===== src/rtl/fa_pkg.sv =====
package fa_pkg;
   localparam int HALF_BITS = 16;
   localparam int WORD_BITS = 32;

   typedef logic [HALF_BITS-1:0] half_t;

   function automatic logic half_is_long(half_t h);
      return h[1:0] == 2'b11;
   endfunction

   function automatic logic half_is_reserved(half_t h);
      return h[4:0] == 5'b11111;
   endfunction
endpackage


===== src/rtl/fa_hwbuf.sv =====
module fa_hwbuf
   import fa_pkg::*;
#(
   parameter int DEPTH = 4,
   localparam int PW = $clog2(DEPTH),
   localparam int CW = $clog2(DEPTH + 1)
) (
   input  logic          clk,
   input  logic          rst_n,
   input  logic          flush,
   input  logic [1:0]    push_n,
   input  half_t         push_d0,
   input  half_t         push_d1,
   input  logic [1:0]    pop_n,
   output half_t         head0,
   output half_t         head1,
   output logic [CW-1:0] fill
);
   logic [DEPTH-1:0][HALF_BITS-1:0] slot;
   logic [DEPTH-1:0][HALF_BITS-1:0] wdat;
   logic [DEPTH-1:0]                wen;
   logic [PW-1:0] rd_ptr, wr_ptr, rd_nxt1, wr_nxt1;

   assign rd_nxt1 = rd_ptr + 1'b1;
   assign wr_nxt1 = wr_ptr + 1'b1;

   for (genvar e = 0; e < DEPTH; e++) begin : g_slot
      logic hit0, hit1;
      assign hit0    = (push_n != 2'd0) && (wr_ptr == PW'(e));
      assign hit1    = (push_n == 2'd2) && (wr_nxt1 == PW'(e));
      assign wen[e]  = !flush && (hit0 || hit1);
      assign wdat[e] = hit0 ? push_d0 : push_d1;
   end

   always_ff @(posedge clk or negedge rst_n) begin
      if (!rst_n) begin
         slot <= '0;
      end else begin
         for (int e = 0; e < DEPTH; e++) begin
            if (wen[e]) slot[e] <= wdat[e];
         end
      end
   end

   always_ff @(posedge clk or negedge rst_n) begin
      if (!rst_n) begin
         rd_ptr <= '0;
         wr_ptr <= '0;
         fill   <= '0;
      end else if (flush) begin
         rd_ptr <= '0;
         wr_ptr <= '0;
         fill   <= '0;
      end else begin
         rd_ptr <= rd_ptr + PW'(pop_n);
         wr_ptr <= wr_ptr + PW'(push_n);
         fill   <= fill + CW'(push_n) - CW'(pop_n);
      end
   end

   assign head0 = slot[rd_ptr];
   assign head1 = slot[rd_nxt1];
endmodule


===== src/rtl/fa_boundary.sv =====
module fa_boundary
   import fa_pkg::*;
#(
   parameter int CW = 3
) (
   input  half_t                 head0,
   input  half_t                 head1,
   input  logic [CW-1:0]         fill,
   output logic                  inst_valid,
   output logic                  inst_long,
   output logic                  inst_bad,
   output logic [WORD_BITS-1:0]  inst_bits
);
   logic have_one, have_two;

   assign have_one   = fill != '0;
   assign have_two   = fill >= CW'(2);
   assign inst_long  = half_is_long(head0);
   assign inst_bad   = have_one && half_is_reserved(head0);
   assign inst_valid = have_one && !half_is_reserved(head0) && (!inst_long || have_two);
   assign inst_bits  = inst_long ? {head1, head0} : {{HALF_BITS{1'b0}}, head0};
endmodule


===== src/rtl/fa_fetch_ctrl.sv =====
module fa_fetch_ctrl #(
   parameter int          AW       = 32,
   parameter int          DEPTH    = 4,
   parameter logic [AW-1:0] RESET_PC = '0,
   localparam int CW  = $clog2(DEPTH + 1),
   localparam int OCW = $clog2(DEPTH / 2 + 1),
   localparam int SW  = CW + OCW + 2
) (
   input  logic          clk,
   input  logic          rst_n,
   input  logic          redir_valid,
   input  logic [AW-3:0] tgt_word,
   input  logic          tgt_odd,
   input  logic [CW-1:0] fill,
   output logic          req_valid,
   input  logic          req_ready,
   output logic [AW-1:0] req_addr,
   input  logic          rsp_valid,
   output logic          rsp_keep,
   output logic          rsp_skip_lo
);
   logic [AW-3:0]  fa_q;
   logic [OCW-1:0] outst_q, drop_q;
   logic           skip_q;
   logic [SW-1:0]  need;
   logic           req_fire;

   assign need        = SW'(fill) + (SW'(outst_q) << 1) + SW'(2);
   assign req_valid   = !redir_valid && (need <= SW'(DEPTH));
   assign req_fire    = req_valid && req_ready;
   assign req_addr    = {fa_q, 2'b00};
   assign rsp_keep    = rsp_valid && (drop_q == '0) && !redir_valid;
   assign rsp_skip_lo = skip_q;

   always_ff @(posedge clk or negedge rst_n) begin
      if (!rst_n) begin
         fa_q    <= RESET_PC[AW-1:2];
         skip_q  <= RESET_PC[1];
         outst_q <= '0;
         drop_q  <= '0;
      end else begin
         outst_q <= outst_q + OCW'(req_fire) - OCW'(rsp_valid);
         if (redir_valid) begin
            fa_q   <= tgt_word;
            skip_q <= tgt_odd;
            drop_q <= outst_q - OCW'(rsp_valid);
         end else begin
            if (req_fire) fa_q <= fa_q + 1'b1;
            if (rsp_valid && drop_q != '0) drop_q <= drop_q - 1'b1;
            if (rsp_keep) skip_q <= 1'b0;
         end
      end
   end
endmodule


===== src/rtl/fetch_aligner.sv =====
module fetch_aligner
   import fa_pkg::*;
#(
   parameter int            AW       = 32,
   parameter int            BUF_HW   = 4,
   parameter logic [AW-1:0] RESET_PC = '0,
   localparam int CW = $clog2(BUF_HW + 1)
) (
   input  logic          clk,
   input  logic          rst_n,
   output logic          req_valid,
   input  logic          req_ready,
   output logic [AW-1:0] req_addr,
   input  logic          rsp_valid,
   input  logic [31:0]   rsp_data,
   input  logic          redir_valid,
   input  logic [AW-1:0] redir_pc,
   output logic          out_valid,
   input  logic          out_ready,
   output logic [31:0]   out_instr,
   output logic          out_is32,
   output logic          out_illegal,
   output logic [AW-1:0] out_pc
);
   if (BUF_HW < 4 || (BUF_HW & (BUF_HW - 1)) != 0) begin : g_bad_depth
      $error("fetch_aligner: BUF_HW must be a power of two of at least 4");
   end
   if (AW < 3) begin : g_bad_aw
      $error("fetch_aligner: AW must be at least 3");
   end
   if (RESET_PC[0] != 1'b0) begin : g_bad_reset_pc
      $error("fetch_aligner: RESET_PC must be halfword aligned");
   end

   logic [CW-1:0] buf_fill;
   half_t         head0, head1;
   logic          rsp_keep, rsp_skip_lo;
   logic          inst_valid, inst_long, inst_bad;
   logic [31:0]   inst_bits;
   logic [1:0]    push_n, pop_n;
   logic          fire;
   logic [AW-1:0] pc_q;

   fa_fetch_ctrl #(.AW(AW), .DEPTH(BUF_HW), .RESET_PC(RESET_PC)) u_ctrl (
      .clk(clk), .rst_n(rst_n), .redir_valid(redir_valid),
      .tgt_word(redir_pc[AW-1:2]), .tgt_odd(redir_pc[1]), .fill(buf_fill),
      .req_valid(req_valid), .req_ready(req_ready), .req_addr(req_addr),
      .rsp_valid(rsp_valid), .rsp_keep(rsp_keep), .rsp_skip_lo(rsp_skip_lo)
   );

   assign push_n = rsp_keep ? (rsp_skip_lo ? 2'd1 : 2'd2) : 2'd0;
   assign fire   = inst_valid && out_ready;
   assign pop_n  = fire ? (inst_long ? 2'd2 : 2'd1) : 2'd0;

   fa_hwbuf #(.DEPTH(BUF_HW)) u_buf (
      .clk(clk), .rst_n(rst_n), .flush(redir_valid), .push_n(push_n),
      .push_d0(rsp_skip_lo ? rsp_data[31:16] : rsp_data[15:0]),
      .push_d1(rsp_data[31:16]), .pop_n(pop_n),
      .head0(head0), .head1(head1), .fill(buf_fill)
   );

   fa_boundary #(.CW(CW)) u_bound (
      .head0(head0), .head1(head1), .fill(buf_fill),
      .inst_valid(inst_valid), .inst_long(inst_long),
      .inst_bad(inst_bad), .inst_bits(inst_bits)
   );

   always_ff @(posedge clk or negedge rst_n) begin
      if (!rst_n)           pc_q <= RESET_PC;
      else if (redir_valid) pc_q <= redir_pc;
      else if (fire)        pc_q <= pc_q + (inst_long ? AW'(4) : AW'(2));
   end

   assign out_valid   = inst_valid;
   assign out_instr   = inst_bits;
   assign out_is32    = inst_long;
   assign out_illegal = inst_bad;
   assign out_pc      = pc_q;
endmodule


===== config.mk =====
export PLATFORM = sky130hd
export DESIGN_NAME = fetch_aligner
export DESIGN_NICKNAME = d
export VERILOG_FILES = /design/src/rtl/fa_pkg.sv /design/src/rtl/fa_hwbuf.sv /design/src/rtl/fa_boundary.sv /design/src/rtl/fa_fetch_ctrl.sv /design/src/rtl/fetch_aligner.sv
export SDC_FILE = /design/constraint.sdc
export NUM_CORES = 1
export LEC_CHECK = 0
export BUFFER_PORTS_ARGS = -buffer_cell sky130_fd_sc_hd__buf_2
export CORE_ASPECT_RATIO = 0.6
export CORE_MARGIN = 5
export CORE_UTILIZATION = 50
export DETAILED_ROUTE_END_ITERATION = 12
export PLACE_DENSITY = 0.74
export SYNTH_ARGS = -nofsm -noshare
export SYNTH_HDL_FRONTEND = slang
export SYNTH_SLANG_ARGS = --single-unit

===== constraint.sdc =====
create_clock -name clk -period 4.8 [get_ports clk]
set_input_delay 0.72 -clock clk [delete_from_list [all_inputs] [get_ports clk]]
set_output_delay 0.72 -clock clk [all_outputs]
set_load 0.01 [all_outputs]

* Word-level counts from Yosys, hierarchy flattened
Cells that the tools add are included. W data, S select, Z words.
Storage, ports and cells: register bits 138, output and inout port bits 100
Cells by class: add/subtract/negate cells 14, $lt $le $gt $ge 4, equal/unequal tests 9, multiplexer cells 26, reduce and logical (&&, ||, !) cells 39
Operators by type and width (count):
- $mux W16 | 7
- $mux W32 | 3
- $bmux W16 S2 | 2
- $mux W30 | 2
- $add A32 B3 Y32 | 1
- $add A30 B1 Y30 const B | 1
- $logic_and A1 B1 Y1 | 21
- $mux W2 | 8
- $eq A2 B2 Y1 const B | 6
- $reduce_bool A2 Y1 | 6
- $add A7 B2 Y7 const B | 1
- $le A7 B3 Y1 const B | 1
- $logic_not A2 Y1 | 3
- $lt A2 B3 Y1 const B | 2
- $mux W3 | 2
- $eq A5 B5 Y1 const B | 1
- $logic_or A1 B1 Y1 | 5
- $add A2 B1 Y2 const B | 2
- $add A2 B2 Y2 | 2
- $add A3 B3 Y4 | 1
- $eq A2 B1 Y1 const B | 2
- $sub A2 B1 Y2 | 2
- $add A3 B2 Y3 | 1
- $ge A3 B2 Y1 const B | 1
- other kinds (6) | 9

* Logic depth before layout (Yosys ltp)
depth after elaboration 10, depth in mapped cells 13, depth with buffers taken out 11

* Modules after synthesis
Synthesis repeated with hierarchy kept, for this count alone.
Unflattened totals: cells, all modules 1008, area, all modules 9496.6 sq um
By module, submodules not included:
- fa_hwbuf | instances 1, cells each 448, area each 4702.0 sq um, sequential area each 1776.7 sq um
- fa_fetch_ctrl | instances 1, cells each 268, area each 2323.5 sq um, sequential area each 875.8 sq um
- fetch_aligner | instances 1, cells each 252, area each 2194.6 sq um, sequential area each 800.8 sq um
- fa_boundary | instances 1, cells each 40, area each 276.5 sq um, sequential area each 0.0 sq um

* Worst setup path before layout
OpenSTA, ideal clock, no wires.
path type register to register, start point register u_buf.rd_ptr[0], end point register pc_q[31] (netlist: out_pc[31]), library setup time 82 ps, arrival time 3225 ps, data required time 4718 ps, path slack 1493 ps, stages on the path, launching flop included 14, buffers on the path 3, clock period less this slack 3307 ps, path through dfrtp_1 -> buf_6 -> mux4_2 -> clkbuf_1 -> nand2_1 -> ha_1 -> inv_1 -> fa_1 -> and3b_1 -> clkbuf_1 -> and2_1 -> o2111ai_4 -> or3_1 -> a31oi_1
Between the ends: cells in the longest elaborated chain, start to end 8, elaborated cells on any way between the ends 15, those cells by class add/sub (1); eq/ne (2); mux (5); reduce/logical (7)
RTL lines:
- start: declaration | RTL line fa_hwbuf.sv:22 | logic [PW-1:0] rd_ptr, wr_ptr, rd_nxt1, wr_nxt1;
- start signal: assignment | RTL line fa_hwbuf.sv:55 | rd_ptr <= rd_ptr + PW'(pop_n);
- $bmux W16 S2 (*) | RTL line fa_hwbuf.sv:61 | assign head0 = slot[rd_ptr];
- $mux W16 (not written as such) (*) | RTL line fa_hwbuf.sv:61
- parallel branches: the longest is 6 deep, another holds $add A32 B3 Y32
- end signal: assignment | RTL line fetch_aligner.sv:70 | else if (redir_valid) pc_q <= redir_pc;
- end signal: assignment | RTL line fetch_aligner.sv:71 | else if (fire) pc_q <= pc_q + (inst_long ? AW'(4) : AW'(2));
- end: declaration | RTL line fetch_aligner.sv:42 | logic [AW-1:0] pc_q;
Mark *: on every way between the ends. The select of a mux whose other input is x is not followed. A chain may end at the register's enable or synchronous reset.

* Worst setup path after layout
Same ends and word-level chain as after synthesis.

==> flow_summary.ini <==
[clocking]
clock_path_buffers = 2
postCtsHoldBufs = 0
cts_tree = done
root_buffer = clkbuf_16
htree_levels = 4
cts_resized = 0
cts_setup_buffers = 0
numCtsBuffers = 17
clkSinkCount = 138
path_clk_slew_ps = 70
insertion_delay_ps = 420

[global_routing]
grt_pass1_wl_mm = 41.5
grt_pass1_vias = 7730
grt_max_degree = 72
grt_usage = 0.260
antenna_found_initial = 0
grt-ovfl-total = 0

[hold_path]
hp-class = in -> async

[setup_path]
crit_arrival_ps = 3980
critical_path.max_fanout = 20
cp-endpoint = out_pc[31]$_DFFE_PN0N_
crit_chain = mux4_2, nand2_1, ha_1, inv_1, fa_1, and3b_1, and2_1, o2111ai_4, or3_1, a31oi_1
cp_slowest_cell = mux4_2
crit_path_start_kind = flip-flop
crit_buf_inv = 1
worstSetupPathType = reg -> reg
cp-end-kind = flip-flop
timing.rr.end = out_pc[31]$_DFFE_PN0N_
required_ps = 5140
critical-path-top-delay-family = simple AND/OR/NAND/NOR gates
cp-startpoint = u_buf.rd_ptr[0]$_DFF_PN0_
cp.depth = 10
rr_startpoint = u_buf.rd_ptr[0]$_DFF_PN0_
reg2reg_slack_ps = 1160
slowest_delay_ps = 750
rr_worst_depth = 10

[finish]
drive_gt1_frac = 0.263
multiInputGateArea_mm2 = 0.00471
most-common-layout-cells = buf_2, dfrtp_1, nor2_1, nand2_1, o21ai_0
fill_cells = 1494
regArea_mm2 = 0.00345
layout_commonest_cell = buf_2
fin_util = 0.595
nets = 1094
syn2layout_area_growth_pct = 18.1
diodes = 0

[logic_synthesis]
synth.yosys.seq_area_share = 0.404
syn-instance-count = 868
synthTopCellsByArea = dfrtp_1, mux4_2, nor2_1
netlist.area_leader.share = 0.404
synth_cell_type_count = 65
synthFlopType = dfrtp_1
syn-mean-instance-area_um2 = 9.85
ys_ff_latch = 138
synth_edf_count = 0
yosys.area.top_type = dfrtp_1
ys_warn_count = 0
syn_area_mm2 = 0.00855
async_flop_share = 1.00

[pwr]
power.switching_w = 0.00229
power_frac_clock = 0.227
total_power_w = 0.00555
pwr-share-comb = 0.446
seqPwrFrac = 0.327
switching_share = 0.412
leakage_nw = 4.36
p_per_area_mw_per_mm2 = 551
p_int_w = 0.00327
ir_worst_vdd_v = 0.000225

[sta]
clock.fmax_mhz = 275
hold_viol_final = 0
tightest_slew_ps = 1140
fin_worst_skew_ps = 15.4
slew_headroom = 0.231
finalWorstSetupSlack_ps = 1160
finalCriticalPeriod_ps = 3640
whs_ps = 296
finalCritPeriodShare = 0.759
setup_viol = 0
tns_ps = 0
rsz0062_at_grt = false
drv_slew = 0

[route]
drtIter0Drc = 777
via_per_inst = 6.21
antenna_left = 0
totalWireLength_mm = 25.5
drc = 0
num_vias = 7792
avgRoutedWirePerCell_um = 20.3
firstDrtPassIters = 8

[placed_design]
place.gp.congestion = 0.875
dp_worst_setup_slack_ps = 1170
io_buffer_count = 167
dp_hpwl_mm = 17.8

[floorplan]
ios = 170
start_util = 0.504
die_w_um = 179
coreArea_mm2 = 0.0169
rows = 37
die_h_um = 111
dieArea_mm2 = 0.0199

[run]
drv_cap = 0

[outcome]
status = finished clean
cell type report:
type,instances,area share
Timing Repair Buffer,184,0.0961
Clock buffer,17,0.0422
Sequential cell,138,0.342
Clock inverter,15,0.0125
Multi-Input combinational cell,637,0.467
Inverter,30,0.0112
Tap cell,234,0.0290
power groups by stage:
stage	combinational [W]	clock (W)	sequential, W
2_1_floorplan	0.00177	0	0.00173
3_3_place_gp	0.00242	0	0.00180
3_5_place_dp	0.00246	0	0.00182
4_1_cts	0.00249	0.00128	0.00180
5_1_grt	0.00274	0.00132	0.00185
6_report	0.00248	0.00126	0.00181
stage by stage:
step                      instance area, um^2  std cells
after floorplan                          8550        869
after global placement                   9540       1223
after detailed placement                 9540       1223
after CTS                               10100       1255
after global routing                    10100       1255
final                                   10100       1255
how the worst min path moves through the flow:
stage	slack, ps	to	cells past startpoint
floorplan	420	out_pc[0]$_DFFE_PN0P_	0
global placement	480	out_pc[0]$_DFFE_PN0P_	1
detailed placement	490	out_pc[0]$_DFFE_PN0P_	1
CTS	340	u_buf.slot[10]$_DFFE_PN0P_	1
global route	360	u_buf.slot[41]$_DFFE_PN0P_	1
finish	300	u_buf.slot[10]$_DFFE_PN0P_	1
cells by family after synthesis:
group                      count (synthesis)  synth area share
other                                      1          0.000439
xor gates and xnor gates                  32            0.0328
and+or+nand+nor                          317             0.188
adders and majority gates                 16            0.0269
DFF                                      138             0.404
AOI/OAI and AO/OA                        207             0.177
muxes                                     63             0.124
buffers and inverters                     94            0.0467
sequential cells by signal, indices dropped and copies added, names as in the netlist:
name / count
out_pc: 32
u_buf.fill: 3
u_buf.rd_ptr: 2
u_buf.slot: 64
u_buf.wr_ptr: 2
u_ctrl.drop_q: 2
u_ctrl.fa_q: 30
u_ctrl.outst_q: 2
u_ctrl.rsp_skip_lo: 1
cells in the mapped netlist (all sizes together), types with 20 or more instances:
master,number
dfrtp,138
nor2,110
nand2,53
clkbuf,44
o21ai,42
mux4,32
o22ai,31
a22o,30
inv,29
and3,27
buf,20
mux2i,20
metal layers:
metal	vias up	routed length, um	global-route usage
li1	3527	-	-
met2	400	10700	0.360
met1	3827	11900	0.406
met5	-	0	0
met4	0	378	0.0634
met3	38	2450	0.0678
Note: power is estimated with default switching activity, not from simulation.
